[src/rtl/pin_irq_pkg.sv]
package pin_irq_pkg;

  localparam int REG_ADDR_W = 3;

  // Register addresses
  typedef enum logic [REG_ADDR_W-1:0] {
    ADR_STATUS  = 3'd0,
    ADR_MASK    = 3'd1,
    ADR_UNMASK  = 3'd2,
    ADR_MASKSET = 3'd3,
    ADR_KIND    = 3'd4,
    ADR_SENSE   = 3'd5,
    ADR_BOTH    = 3'd6,
    ADR_SPARE   = 3'd7
  } regAddr_e;

  // Read mux selection
  typedef enum logic [2:0] {
    RD_NONE,
    RD_STATUS,
    RD_MASK,
    RD_KIND,
    RD_SENSE,
    RD_BOTH
  } rdSel_e;

  // Write strobes from control to datapath
  typedef struct packed {
    logic ldKind;
    logic ldSense;
    logic ldBoth;
    logic clrStat;
    logic maskSet;
    logic maskClr;
  } ctlStrobe_t;

endpackage

[src/rtl/pin_irq_cell.sv]
// Per-pin condition detector: purely combinational.
module pin_irq_cell (
  input  logic cur,
  input  logic prev,
  input  logic kind,
  input  logic sense,
  input  logic both,
  output logic hit
);

  logic rise;
  logic fall;

  assign rise = cur & ~prev;
  assign fall = ~cur & prev;

  always_comb begin
    if (kind) begin
      if (both) begin
        hit = rise | fall;
      end else if (sense) begin
        hit = rise;
      end else begin
        hit = fall;
      end
    end else begin
      hit = sense ? cur : ~cur;
    end
  end

endmodule

[src/rtl/pin_irq_ctrl.sv]
// Address decode: write strobes and read selection.
module pin_irq_ctrl
  import pin_irq_pkg::*;
(
  input  logic                  wrEn,
  input  logic [REG_ADDR_W-1:0] wrAddr,
  input  logic [REG_ADDR_W-1:0] rdAddr,
  output ctlStrobe_t            strb,
  output rdSel_e                rdSel
);

  always_comb begin
    strb = '0;
    if (wrEn) begin
      case (regAddr_e'(wrAddr))
        ADR_STATUS:  strb.clrStat = 1'b1;
        ADR_UNMASK:  strb.maskClr = 1'b1;
        ADR_MASKSET: strb.maskSet = 1'b1;
        ADR_KIND:    strb.ldKind  = 1'b1;
        ADR_SENSE:   strb.ldSense = 1'b1;
        ADR_BOTH:    strb.ldBoth  = 1'b1;
        default:     strb = '0;
      endcase
    end
  end

  always_comb begin
    case (regAddr_e'(rdAddr))
      ADR_STATUS: rdSel = RD_STATUS;
      ADR_MASK:   rdSel = RD_MASK;
      ADR_KIND:   rdSel = RD_KIND;
      ADR_SENSE:  rdSel = RD_SENSE;
      ADR_BOTH:   rdSel = RD_BOTH;
      default:    rdSel = RD_NONE;
    endcase
  end

endmodule

[src/rtl/pin_irq_datapath.sv]
// Configuration, mask and status registers plus per-pin detectors.
module pin_irq_datapath
  import pin_irq_pkg::*;
#(
  parameter int NUM_PINS = 32
) (
  input  logic                clk,
  input  logic                rstN,
  input  logic [NUM_PINS-1:0] pinIn,
  input  ctlStrobe_t          strb,
  input  logic [NUM_PINS-1:0] wrData,
  input  rdSel_e              rdSel,
  output logic [NUM_PINS-1:0] rdData,
  output logic [NUM_PINS-1:0] statusQ,
  output logic [NUM_PINS-1:0] maskQ,
  output logic                irqOut
);

  logic [NUM_PINS-1:0] kindQ;
  logic [NUM_PINS-1:0] senseQ;
  logic [NUM_PINS-1:0] bothQ;
  logic [NUM_PINS-1:0] prevQ;
  logic [NUM_PINS-1:0] hitVec;
  logic [NUM_PINS-1:0] clrVec;
  logic [NUM_PINS-1:0] setMaskVec;
  logic [NUM_PINS-1:0] clrMaskVec;
  logic [NUM_PINS-1:0] statusNext;
  logic [NUM_PINS-1:0] maskNext;

  for (genvar i = 0; i < NUM_PINS; i++) begin : g_pin
    pin_irq_cell cell_i (
      .cur   (pinIn[i]),
      .prev  (prevQ[i]),
      .kind  (kindQ[i]),
      .sense (senseQ[i]),
      .both  (bothQ[i]),
      .hit   (hitVec[i])
    );
  end

  assign clrVec     = strb.clrStat ? wrData : '0;
  assign setMaskVec = strb.maskSet ? wrData : '0;
  assign clrMaskVec = strb.maskClr ? wrData : '0;

  // A fresh hit outranks a clear on the same bit.
  assign statusNext = (statusQ & ~clrVec) | hitVec;
  assign maskNext   = (maskQ | setMaskVec) & ~clrMaskVec;

  always_ff @(posedge clk or negedge rstN) begin
    if (!rstN) begin
      kindQ   <= '0;
      senseQ  <= '0;
      bothQ   <= '0;
      prevQ   <= '0;
      statusQ <= '0;
      maskQ   <= '1;
    end else begin
      prevQ   <= pinIn;
      statusQ <= statusNext;
      maskQ   <= maskNext;
      if (strb.ldKind)  kindQ  <= wrData;
      if (strb.ldSense) senseQ <= wrData;
      if (strb.ldBoth)  bothQ  <= wrData;
    end
  end

  always_comb begin
    case (rdSel)
      RD_STATUS: rdData = statusQ;
      RD_MASK:   rdData = maskQ;
      RD_KIND:   rdData = kindQ;
      RD_SENSE:  rdData = senseQ;
      RD_BOTH:   rdData = bothQ;
      default:   rdData = '0;
    endcase
  end

  assign irqOut = |(statusQ & ~maskQ);

endmodule

[src/rtl/pin_irq_detect.sv]
// Top: thin wrapper joining decode and datapath.
module pin_irq_detect
  import pin_irq_pkg::*;
#(
  parameter int NUM_PINS = 32
) (
  input  logic                  clk,
  input  logic                  rstN,
  input  logic [NUM_PINS-1:0]   pinIn,
  input  logic                  wrEn,
  input  logic [REG_ADDR_W-1:0] wrAddr,
  input  logic [NUM_PINS-1:0]   wrData,
  input  logic [REG_ADDR_W-1:0] rdAddr,
  output logic [NUM_PINS-1:0]   rdData,
  output logic                  irqOut
);

  ctlStrobe_t          strb;
  rdSel_e              rdSel;
  logic [NUM_PINS-1:0] statusQ;
  logic [NUM_PINS-1:0] maskQ;

  pin_irq_ctrl ctrl_i (
    .wrEn   (wrEn),
    .wrAddr (wrAddr),
    .rdAddr (rdAddr),
    .strb   (strb),
    .rdSel  (rdSel)
  );

  pin_irq_datapath #(.NUM_PINS(NUM_PINS)) dp_i (
    .clk     (clk),
    .rstN    (rstN),
    .pinIn   (pinIn),
    .strb    (strb),
    .wrData  (wrData),
    .rdSel   (rdSel),
    .rdData  (rdData),
    .statusQ (statusQ),
    .maskQ   (maskQ),
    .irqOut  (irqOut)
  );

endmodule

[config.mk]
export PLATFORM = sky130hd
export DESIGN_NAME = pin_irq_detect
export DESIGN_NICKNAME = d
export VERILOG_FILES = /design/src/rtl/pin_irq_pkg.sv /design/src/rtl/pin_irq_cell.sv /design/src/rtl/pin_irq_ctrl.sv /design/src/rtl/pin_irq_datapath.sv /design/src/rtl/pin_irq_detect.sv
export SDC_FILE = /design/constraint.sdc
export NUM_CORES = 1
export LEC_CHECK = 0
export ABC_AREA = 1
export ABC_CLOCK_PERIOD_IN_PS = 2800
export BUFFER_PORTS_ARGS = -buffer_cell sky130_fd_sc_hd__buf_2
export CAP_MARGIN = 20
export CORE_MARGIN = 4
export CORE_UTILIZATION = 30
export CTS_CLUSTER_SIZE = 24
export DETAILED_ROUTE_END_ITERATION = 8
export PLACE_DENSITY_LB_ADDON = 0.08
export RECOVER_POWER = 100
export SETUP_SLACK_MARGIN = 0.4
export SYNTH_ARGS = -nofsm -noshare
export SYNTH_HDL_FRONTEND = slang
export SYNTH_HIERARCHICAL = 1
export SYNTH_SLANG_ARGS = --single-unit
export TNS_END_PERCENT = 5
[constraint.sdc]
create_clock -name clk -period 2.8 [get_ports clk]
set_input_delay 0.28 -clock clk [delete_from_list [all_inputs] [get_ports clk]]
set_output_delay 0.28 -clock clk [all_outputs]
set_load 0.05 [all_outputs]
==> results of run 1 <==
[synth_stat cells]
master      n  share of area
nand3_1    68          0.030
buf_2      15         0.0067
o21ai_1     6         0.0027
inv_1     328           0.11
or2_2       1        0.00056
dfstp_2    32          0.075
mux2_2      1         0.0010
clkbuf_1   38          0.013
a21o_1     32          0.022
nor3_2      2         0.0018
a21oi_1    97          0.043
nand3b_1   31          0.021
dfrtp_1   160           0.36
inv_2       1        0.00034
nand4_1    32          0.018
o21ai_0   153          0.069
nor2_2      1        0.00056
ha_1       64          0.072
nor2_1     81          0.027
nand2_1   381           0.13
[critical path, delay by kind of cell (launching register included)]
kind          cells  cell delay [ps]
simple gates      6              730
flops             1              540
buf+inv           2              370
[layout make-up]
| class | instances | area, um2 | area share |
|---|---|---|---|
| Antenna cell | 1 | 2.50 | 0.000190 |
| Clock inverter | 10 | 139 | 0.0105 |
| Clock buffer | 22 | 454 | 0.0345 |
| Inverter | 329 | 1230 | 0.0937 |
| Sequential cell | 192 | 4840 | 0.368 |
| Tap cell | 468 | 586 | 0.0444 |
| Timing Repair Buffer | 158 | 1020 | 0.0771 |
| Multi-Input combinational cell | 950 | 4900 | 0.372 |
[power groups by stage]
stage | Sequential (uW) | Clock (uW) | Combinational [uW]
2_1_floorplan | 3590 | 0 | 1500
3_3_place_gp | 3710 | 0 | 2140
3_5_place_dp | 3700 | 0 | 2150
4_1_cts | 3660 | 2670 | 2190
5_1_grt | 3720 | 2770 | 2440
6_report | 3650 | 2560 | 2110
[metrics by stage]
stage / instance area [um2] / hold slack (ps)
6_report: 13200 / 75.9
5_1_grt: 13200 / 72.2
4_1_cts: 13400 / 7.77
3_5_place_dp: 12500 / 322
3_3_place_gp: 12500 / 329
2_1_floorplan: 11200 / -15.6
[cell families after synthesis]
kind of cell             share of synthesized area
AND/OR/NAND/NOR                              0.227
buffers and inverters                        0.130
AO/OA/AOI/OAI                                0.136
flip-flops                                   0.434
adder cells (fa/ha/maj)                     0.0717
multiplexers                               0.00101
[path summary, 6_finish.rpt]
path	end	slack, ps	depth (start not counted)
setup / recovery	irqOut	450	8
hold / removal	dp_i/prevQ[11]$_DFF_PN0_	80	1
setup reg to reg	dp_i/statusQ[9]$_DFF_PN0_	1590	5
hold reg to reg	dp_i/statusQ[4]$_DFF_PN0_	520	1
max in group asynchronous	dp_i/maskQ[27]$_DFF_PN1_	710	3
min in group asynchronous	dp_i/prevQ[2]$_DFF_PN0_	830	2
[sequential cells by signal, summed over array words and instances, names as in the netlist]
register / count
dp_i/bothQ: 32
dp_i/kindQ: 32
dp_i/maskQ: 32
dp_i/prevQ: 32
dp_i/senseQ: 32
dp_i/statusQ: 32
[metal layers]
layer,GRT usage,wire [um]
met4,0.0430,426
met3,0.0258,1020
met2,0.268,15100
met5,0,27
met1,0.236,16600
[cells in the final DEF, fill, tap and decap left out, drive strengths merged]
cell         count
nand3b          31
nor3             2
nand4           32
buf             56
a21oi           97
ha              64
or2              1
nand3           68
diode            1
clkinvlp         4
clkbuf          93
dfstp           32
clkinv           3
o21ai          159
inv            329
a21o            32
nor2            82
nand2          381
mux2             1
dfrtp          160
bufinv           3
dlygate4sd3     31
[what timing repair did]
| action | in CTS | in global routing |
|---|---|---|
| setup endpoints to repair | 0 | 1 |
| hold endpoints to repair | 79 | 0 |
| hold buffers | 31 | 0 |
| buffers inserted | 0 | 0 |
| resized for setup | 0 | 1 |
==> results.sh, run 1 <==
export IMPL_status="complete, but fails checks"
export IMPL_violations="capacitance limit, slew limit"
export IMPL_antenna_found_initial=3
export IMPL_fin_util=0.359
export IMPL_final_setup_viol_count=0
export IMPL_final_cells=2130
export IMPL_cp_common_cell="nand2_1"
export IMPL_p_leak_uw=0.00661
export IMPL_clock_latency_ps=440
export IMPL_p_total_uw=8320
export IMPL_power_frac_seq=0.439
export IMPL_critical_path_required_ps=2520
export IMPL_ios=106
export IMPL_worstMarginPinSlew_ps=1840
export IMPL_nets=1785
export IMPL_wire_per_inst_um=15.6
export IMPL_critPathMaxFanout=2
export IMPL_rsz0062_at_grt="no"
export IMPL_max_stage_delay_ps=540
export IMPL_fin_crit_ps=2350
export IMPL_worstSetupPathType="flop to output pin"
export IMPL_yosysSeqAreaShare=0.434
export IMPL_first_pass_iters=5
export IMPL_grt_max_degree=60
export IMPL_swShare=0.348
export IMPL_p_sw_uw=2900
export IMPL_cp_end_kind="output pin"
export IMPL_setup_tns_ps=0
export IMPL_portBuffers=105
export IMPL_grt_pass1_wl_um=53800
export IMPL_cts_path_max_buffers=2
export IMPL_startpoint="dp_i/maskQ[7]$_DFF_PN1_"
export IMPL_p_clk_frac=0.308
export IMPL_row_count=70
export IMPL_powerDensity_nw_per_um2=631
export IMPL_synthCells=1524
export IMPL_hpwl_um=22200
export IMPL_design_core_area_um2=36700
export IMPL_nFillCells=3915
export IMPL_cts_tree="yes"
export IMPL_layout_drive_gt1_share=0.0795
export IMPL_gr_total_overflow=0
export IMPL_syn_num_nets=1661
export IMPL_combPwrFrac=0.253
export IMPL_critical_path_cell_chain="inv_1 > nand2_1 > nand2_1 > nor2_1 > nand2_1 > nor2_1 > nand2_1 > clkbuf_1"
export IMPL_drv_cap=3
export IMPL_first_global_vias=9838
export IMPL_die_w_um=201
export IMPL_fmax_mhz=426
export IMPL_crit_path_top_delay_cell="dfstp_2"
export IMPL_yosysWarnings=6
export IMPL_p_int_uw=5420
export IMPL_clk_pin_slew_worst_paths_ps=70
export IMPL_synth_area_um2=11200
export IMPL_finalWorstSetupSlack_ps=450
export IMPL_synth_distinct_cells=20
export IMPL_root_buffer="clkbuf_16"
export IMPL_htree_levels=4
export IMPL_vdd_drop_max_uv=425
export IMPL_wirelength_um=33200
export IMPL_die_h_um=201
export IMPL_syn_area_per_cell_um2=7.33
export IMPL_min_from="pinIn[11]"
export IMPL_ys_ff_latch=192
export IMPL_cp_arrival_ps=2070
export IMPL_fin_skew_ps=8.96
export IMPL_dp_slack_ps=514
export IMPL_vias_per_cell=4.54
export IMPL_final_antenna_net_count=0
export IMPL_start_util=0.304
export IMPL_grt_use_total=0.167
export IMPL_place_inst=2066
export IMPL_min_path_type="input port to flop"
export IMPL_cts_buffers=17
export IMPL_syn_to_final_growth_pct=17.9
export IMPL_place_gp_congestion=0.761
export IMPL_start_kind="flop"
export IMPL_slew_headroom=-0.223
export IMPL_via_count=9668
export IMPL_die_area_um2=40400
export IMPL_hold_viol_final=0
export IMPL_r2r_start="dp_i/prevQ[9]$_DFF_PN0_"
export IMPL_post_route_drc_count=0
export IMPL_fin_crit_sh=0.839
export IMPL_drt_iter0_drc=460
export IMPL_slew_viol_final=105
export IMPL_clock_sink_count=192
Power figures use the tool's default switching activity.
==> inputs of run 2 (changes only) <==
- ABC_AREA: 1 -> 0
- ABC_CLOCK_PERIOD_IN_PS: 2800 -> 2050
- clock period: 2.8 -> 2.05 ns (I/O delays scaled with it)
==> results.sh, run 2 <==
export IMPL_cp_top_family="buffers and inverters"
export IMPL_synth_most_common_cell="dfrtp_1"
export IMPL_design_core_area_um2=35700
export IMPL_vias_per_cell=4.82
export IMPL_syn_to_final_growth_pct=28.2
export IMPL_syn_area_per_cell_um2=11.1
export IMPL_critical_path_required_ps=1850
export IMPL_ios=106
export IMPL_syn_num_nets=1118
export IMPL_final_antenna_net_count=0
export IMPL_fin_util=0.390
export IMPL_nets=1313
export IMPL_crit_path_top_delay_cell="nor2b_4"
export IMPL_first_pass_iters=4
export IMPL_wirelength_um=31500
export IMPL_cp_depth=8
export IMPL_row_count=69
export IMPL_fin_crit_sh=1.03
export IMPL_synth_area_um2=10900
export IMPL_root_buffer="clkbuf_16"
export IMPL_synth_compound_area_frac=0.184
export IMPL_start_kind="input port"
export IMPL_cts_tree="yes"
export IMPL_start_util=0.304
export IMPL_die_area_um2=39300
export IMPL_critical_path_cell_chain="clkbuf_2 > xnor2_2 > nor2_4 > nor2b_4 > buf_8 > a221oi_2 > a21oi_2 > clkbuf_4"
export IMPL_place_inst=1536
export IMPL_muxShareOfSynthArea=0.162
export IMPL_first_global_vias=8178
export IMPL_post_route_drc_count=0
export IMPL_portBuffers=105
export IMPL_rsz0062_at_grt="yes"
export IMPL_synthAdderAreaFrac=0.0738
export IMPL_synth_edf_count=0
export IMPL_cts_buffers=17
export IMPL_yosysTopAreaCell="dfrtp_1"
export IMPL_via_count=7963
export IMPL_yosysWarnings=6
export IMPL_yosys_area_share_simple=0.0443
export IMPL_cp_arrival_ps=1910
export IMPL_min_path_cells=4
export IMPL_synth_area_leaders="dfrtp_1 (37%), mux2_2 (9.2%), dfstp_2 (7.7%), ha_1 (7.4%), a21oi_1 (5.9%)"
export IMPL_min_path_type="input port to flop"
export IMPL_die_h_um=198
export IMPL_fin_crit_ps=2110
export IMPL_gr_total_overflow=0
export IMPL_antenna_found_initial=1
export IMPL_synth_top_cell_area_share=0.369
export IMPL_critPathBufInv=3
export IMPL_violations="setup timing"
export IMPL_p_leak_uw=0.00623
export IMPL_slew_viol_final=0
export IMPL_clk_pin_slew_worst_paths_ps=80
export IMPL_worstMarginPinSlew_ps=1470
export IMPL_grt_pass1_wl_um=49200
export IMPL_grt_max_degree=62
export IMPL_fmax_mhz=473
export IMPL_synthCells=981
export IMPL_place_gp_congestion=0.723
export IMPL_ys_ff_latch=192
export IMPL_fin_skew_ps=8.19
export IMPL_yosysSeqAreaShare=0.446
export IMPL_hpwl_um=20700
export IMPL_reg2regPathDepth=6
export IMPL_synth_flop_cell="dfrtp_1"
export IMPL_clock_latency_ps=450
export IMPL_setup_tns_ps=-114
export IMPL_finalWorstSetupSlack_ps=-63.3
export IMPL_final_setup_viol_count=2
export IMPL_vdd_drop_max_uv=600
export IMPL_mostFrequentLayoutCell="dfrtp_1"
export IMPL_final_cells=1651
export IMPL_grt_use_total=0.163
export IMPL_hold_viol_final=0
export IMPL_final_cell_mix="dfrtp_1 (160), a21oi_1 (97), inv_1 (96)"
export IMPL_cts_path_max_buffers=2
export IMPL_layout_drive_gt1_share=0.331
export IMPL_powerDensity_nw_per_um2=899
export IMPL_status="complete, but fails checks"
export IMPL_drv_cap=0
export IMPL_worstSetupPathType="input port to output pin"
export IMPL_die_w_um=198
export IMPL_synth_xor_area_share=0.0274
export IMPL_synth_top_family_by_area="compound AO/OA/AOI/OAI gates"
export IMPL_htree_levels=4
export IMPL_slew_headroom=0.0195
export IMPL_hold_ws_ps=380
export IMPL_synth_distinct_cells=29
export IMPL_cp_end_kind="output pin"
export IMPL_synth_top_cells_by_count="dfrtp_1 (160), a21oi_1 (129), inv_1 (97)"
export IMPL_max_stage_delay_ps=290
export IMPL_drt_iter0_drc=312
export IMPL_dp_slack_ps=-39.5
export IMPL_nFillCells=3586
export IMPL_async_flop_share=1.00
export IMPL_clock_sink_count=192
export IMPL_critPathMaxFanout=17
export IMPL_wire_per_inst_um=19.1
-- run 2: cell count changes in the layout (fill, tap and decap cells not counted), sizes merged, moves of 34 or more --
| cell | delta |
|---|---|
| buf | +56 |
| dlygate4sd3 | +34 |
| inv | -231 |
| mux2 | +127 |
| nand2 | -315 |
| nand3 | -68 |
| nor2 | -45 |
| o21ai | -127 |
-- run 2: final timing paths --
kind | from | endpoint | slack, ps
min in group asynchronous | rstN | dp_i/prevQ[24]$_DFF_PN0_ | 630
worst min-delay path | wrAddr[2] | dp_i/maskQ[29]$_DFF_PN1_ | 380
worst max register to register | dp_i/prevQ[20]$_DFF_PN0_ | dp_i/statusQ[20]$_DFF_PN0_ | 630
max in group asynchronous | rstN | dp_i/maskQ[0]$_DFF_PN1_ | 260
worst max-delay path | rdAddr[0] | rdData[25] | -60
worst min register to register | dp_i/statusQ[12]$_DFF_PN0_ | dp_i/statusQ[12]$_DFF_PN0_ | 500
-- run 2: through the flow --
step / instance area [um2] / total power, uW
floorplan: 11000 / 7260
detailed placement: 12300 / 8280
global placement: 12300 / 8260
global route: 13900 / 13200
CTS: 14000 / 12700
finish: 13900 / 12500
-- run 2: per-layer routing --
metal,GRT usage,share of wire,up-vias
met5,0,0,-
li1,-,-,3844
met1,0.233,0.49,3979
met2,0.261,0.47,116
met3,0.0245,0.027,24
met4,0.0406,0.012,0
-- run 2: cell type report --
class / instances / area (um2) / share of cell area
multi-input combinational: 646 / 5660 / 0.407
clock buffer: 18 / 439 / 0.0316
tap: 461 / 577 / 0.0414
sequential: 192 / 4840 / 0.348
antenna: 1 / 2.50 / 0.000180
inverter: 97 / 364 / 0.0262
clock inverter: 14 / 260 / 0.0187
timing repair buffer: 222 / 1770 / 0.127
-- run 2: kinds of logic after synthesis --
group	after synthesis
buffers and inverters	143
adder cells (fa/ha/maj)	64
multiplexers	160
XOR/XNOR	34
flip-flops	192
AND/OR/NAND/NOR	115
AO/OA/AOI/OAI	273
-- run 2: repair_timing --
action,4_1_cts,5_1_grt
pin swaps,9,8
buffers inserted,17,0
hold endpoints to repair,99,0
resized for setup,53,22
gates cloned,0,0
setup endpoints to repair,33,33
hold buffers,65,0
-- run 2: where the power goes --
part / internal, uW / switching (uW) / total [uW]
Clock: 2450 / 1570 / 4020
Combinational: 1510 / 1670 / 3180
Sequential: 4540 / 783 / 5320
Total: 8490 / 4030 / 12500
-- run 2: worst min-delay path: cells and delay by family --
family	cells	cell delay, ps
buffers and inverters	2	350
AO/OA/AOI/OAI	1	140
AND/OR/NAND/NOR	1	80
==> inputs of run 3 (changes only) <==
- ABC_CLOCK_PERIOD_IN_PS: 2050 -> 2650
- CTS_CLUSTER_SIZE: 24 -> unset
- GPL_TIMING_DRIVEN: unset -> 0
- clock period: 2.05 -> 2.65 ns (I/O delays scaled with it)
==> results.sh, run 3 (synthesized netlist as in run 2, its figures left out) <==
export IMPL_hold_ws_ps=35.3
export IMPL_first_pass_iters=4
export IMPL_fin_util=0.366
export IMPL_antenna_found_initial=3
export IMPL_cts_path_max_buffers=2
export IMPL_finalWorstSetupSlack_ps=206
export IMPL_die_w_um=198
export IMPL_critical_path_required_ps=2380
export IMPL_met1_usage=0.239
export IMPL_root_buffer="clkbuf_16"
export IMPL_fin_skew_ps=11.0
export IMPL_gr_total_overflow=0
export IMPL_hold_viol_final=0
export IMPL_clk_pin_slew_worst_paths_ps=80
export IMPL_start_kind="input port"
export IMPL_final_cells=1622
export IMPL_grtUsageMet3=0.0361
export IMPL_multi_input_area_um2=5420
export IMPL_die_area_um2=39300
export IMPL_htree_levels=4
export IMPL_cts_buffers=17
export IMPL_rsz0062_at_grt="yes"
export IMPL_p_leak_uw=0.00584
export IMPL_ios=106
export IMPL_p_clk_frac=0.314
export IMPL_use_met2=0.263
export IMPL_design_core_area_um2=35700
export IMPL_syn_to_final_growth_pct=20.1
export IMPL_clock_sink_count=192
export IMPL_slew_viol_final=0
export IMPL_die_h_um=198
export IMPL_dp_slack_ps=281
export IMPL_portBuffers=105
export IMPL_busiest_layer="met2"
export IMPL_start_util=0.304
export IMPL_first_global_vias=7914
export IMPL_hpwl_um=22300
export IMPL_swShare=0.333
export IMPL_powerDensity_nw_per_um2=712
export IMPL_antenna_cells=0
export IMPL_combPwrFrac=0.240
export IMPL_worstMarginPinSlew_ps=1410
export IMPL_post_route_drc_count=0
export IMPL_place_inst=1548
export IMPL_final_antenna_net_count=0
export IMPL_fin_crit_sh=0.922
export IMPL_via_count=7848
export IMPL_slew_headroom=0.0611
export IMPL_layout_drive_gt1_share=0.265
export IMPL_setup_tns_ps=0
export IMPL_p_sw_uw=3090
export IMPL_critPathMaxFanout=10
export IMPL_wire_per_inst_um=20.2
export IMPL_drt_iter0_drc=410
export IMPL_mostFrequentLayoutCell="dfrtp_1"
export IMPL_final_cell_mix="dfrtp_1 (160), a21oi_1 (127), inv_1 (96)"
export IMPL_final_setup_viol_count=0
export IMPL_fmax_mhz=409
export IMPL_power_frac_seq=0.446
export IMPL_cts_tree="yes"
export IMPL_cp_end_kind="output pin"
export IMPL_nets=1285
export IMPL_wirelength_um=32700
export IMPL_worstSetupPathType="input port to output pin"
export IMPL_vias_per_cell=4.84
export IMPL_drv_cap=0
export IMPL_row_count=69
export IMPL_status="complete, no violations"
export IMPL_min_path_type="input port to flop"
export IMPL_vdd_drop_max_uv=487
export IMPL_grt_pass1_wl_um=49600
export IMPL_nFillCells=3656
export IMPL_place_gp_congestion=0.762
export IMPL_fin_crit_ps=2440
export IMPL_p_int_uw=6180
export IMPL_cp_arrival_ps=2180
export IMPL_clock_latency_ps=450
export IMPL_grt_use_total=0.168
export IMPL_ff_latch_area_um2=4840
export IMPL_grt_max_degree=103
-- run 3: cell count changes in the layout (fill, tap and decap cells not counted), sizes merged --
cell / previous run / this run
buf: 112 / 72
bufinv: 7 / 5
clkbuf: 63 / 108
clkinvlp: 3 / 4
diode: 1 / 0
dlygate4sd3: 65 / 33
-- run 3: final timing paths --
check | start | to | slack (ps) | cells past startpoint
max in group asynchronous | rstN | dp_i/senseQ[13]$_DFFE_PN0P_ | 770 | 3
max reg2reg | dp_i/prevQ[11]$_DFF_PN0_ | dp_i/statusQ[11]$_DFF_PN0_ | 1280 | 6
min | wrData[29] | dp_i/maskQ[29]$_DFF_PN1_ | 40 | 2
max | rdAddr[0] | rdData[21] | 210 | 9
min reg2reg | dp_i/statusQ[17]$_DFF_PN0_ | dp_i/statusQ[17]$_DFF_PN0_ | 510 | 1
min in group asynchronous | rstN | dp_i/prevQ[29]$_DFF_PN0_ | 700 | 2
-- run 3: layer usage --
metal  vias up  routed length, um  part of all wire
met5         -                 34            0.0010
met4         6                346             0.011
met3        26               1200             0.037
met2       132              15100              0.46
met1      3890              16000              0.49
li1       3794                  -                 -
-- run 3: power by group through the flow --
stage | clock [uW] | combinational (uW) | sequential, uW
3_5_place_dp | 0 | 2140 | 4200
4_1_cts | 3030 | 2230 | 4140
5_1_grt | 3130 | 2460 | 4220
6_report | 2920 | 2230 | 4130
3_3_place_gp | 0 | 2110 | 4190
2_1_floorplan | 0 | 1570 | 3990
-- run 3: final cells by class --
cell class | count | area share
flip-flops and latches | 192 | 0.372
well taps | 461 | 0.0443
inverters | 97 | 0.0279
clock inverters | 13 | 0.0162
clock buffers | 19 | 0.0332
plain buffers | 46 | 0.0228
repair buffers | 148 | 0.0683
multi-input cells | 646 | 0.415
-- run 3: critical path, cell delays in order --
cell,delay (ps)
buf_2,120
xnor2_1,120
nor2_1,130
buf_6,180
nor2b_4,280
buf_6,230
a221oi_1,110
a21oi_1,220
clkbuf_1,500
-- run 3: per-stage QoR --
step                instance area, um2  power, uW
floorplan                        10900       5560
global placement                 12000       6300
detailed placement               12000       6330
CTS                              13000       9390
global route                     13000       9810
finish                           13000       9280
-- run 3: what timing repair did --
item,4_1_cts,5_1_grt
setup buffers,3,6
hold buffers,33,0
gates resized for setup,17,9
pin swaps,3,6
setup endpoints to repair,32,29
endpoints found under the hold margin,106,0
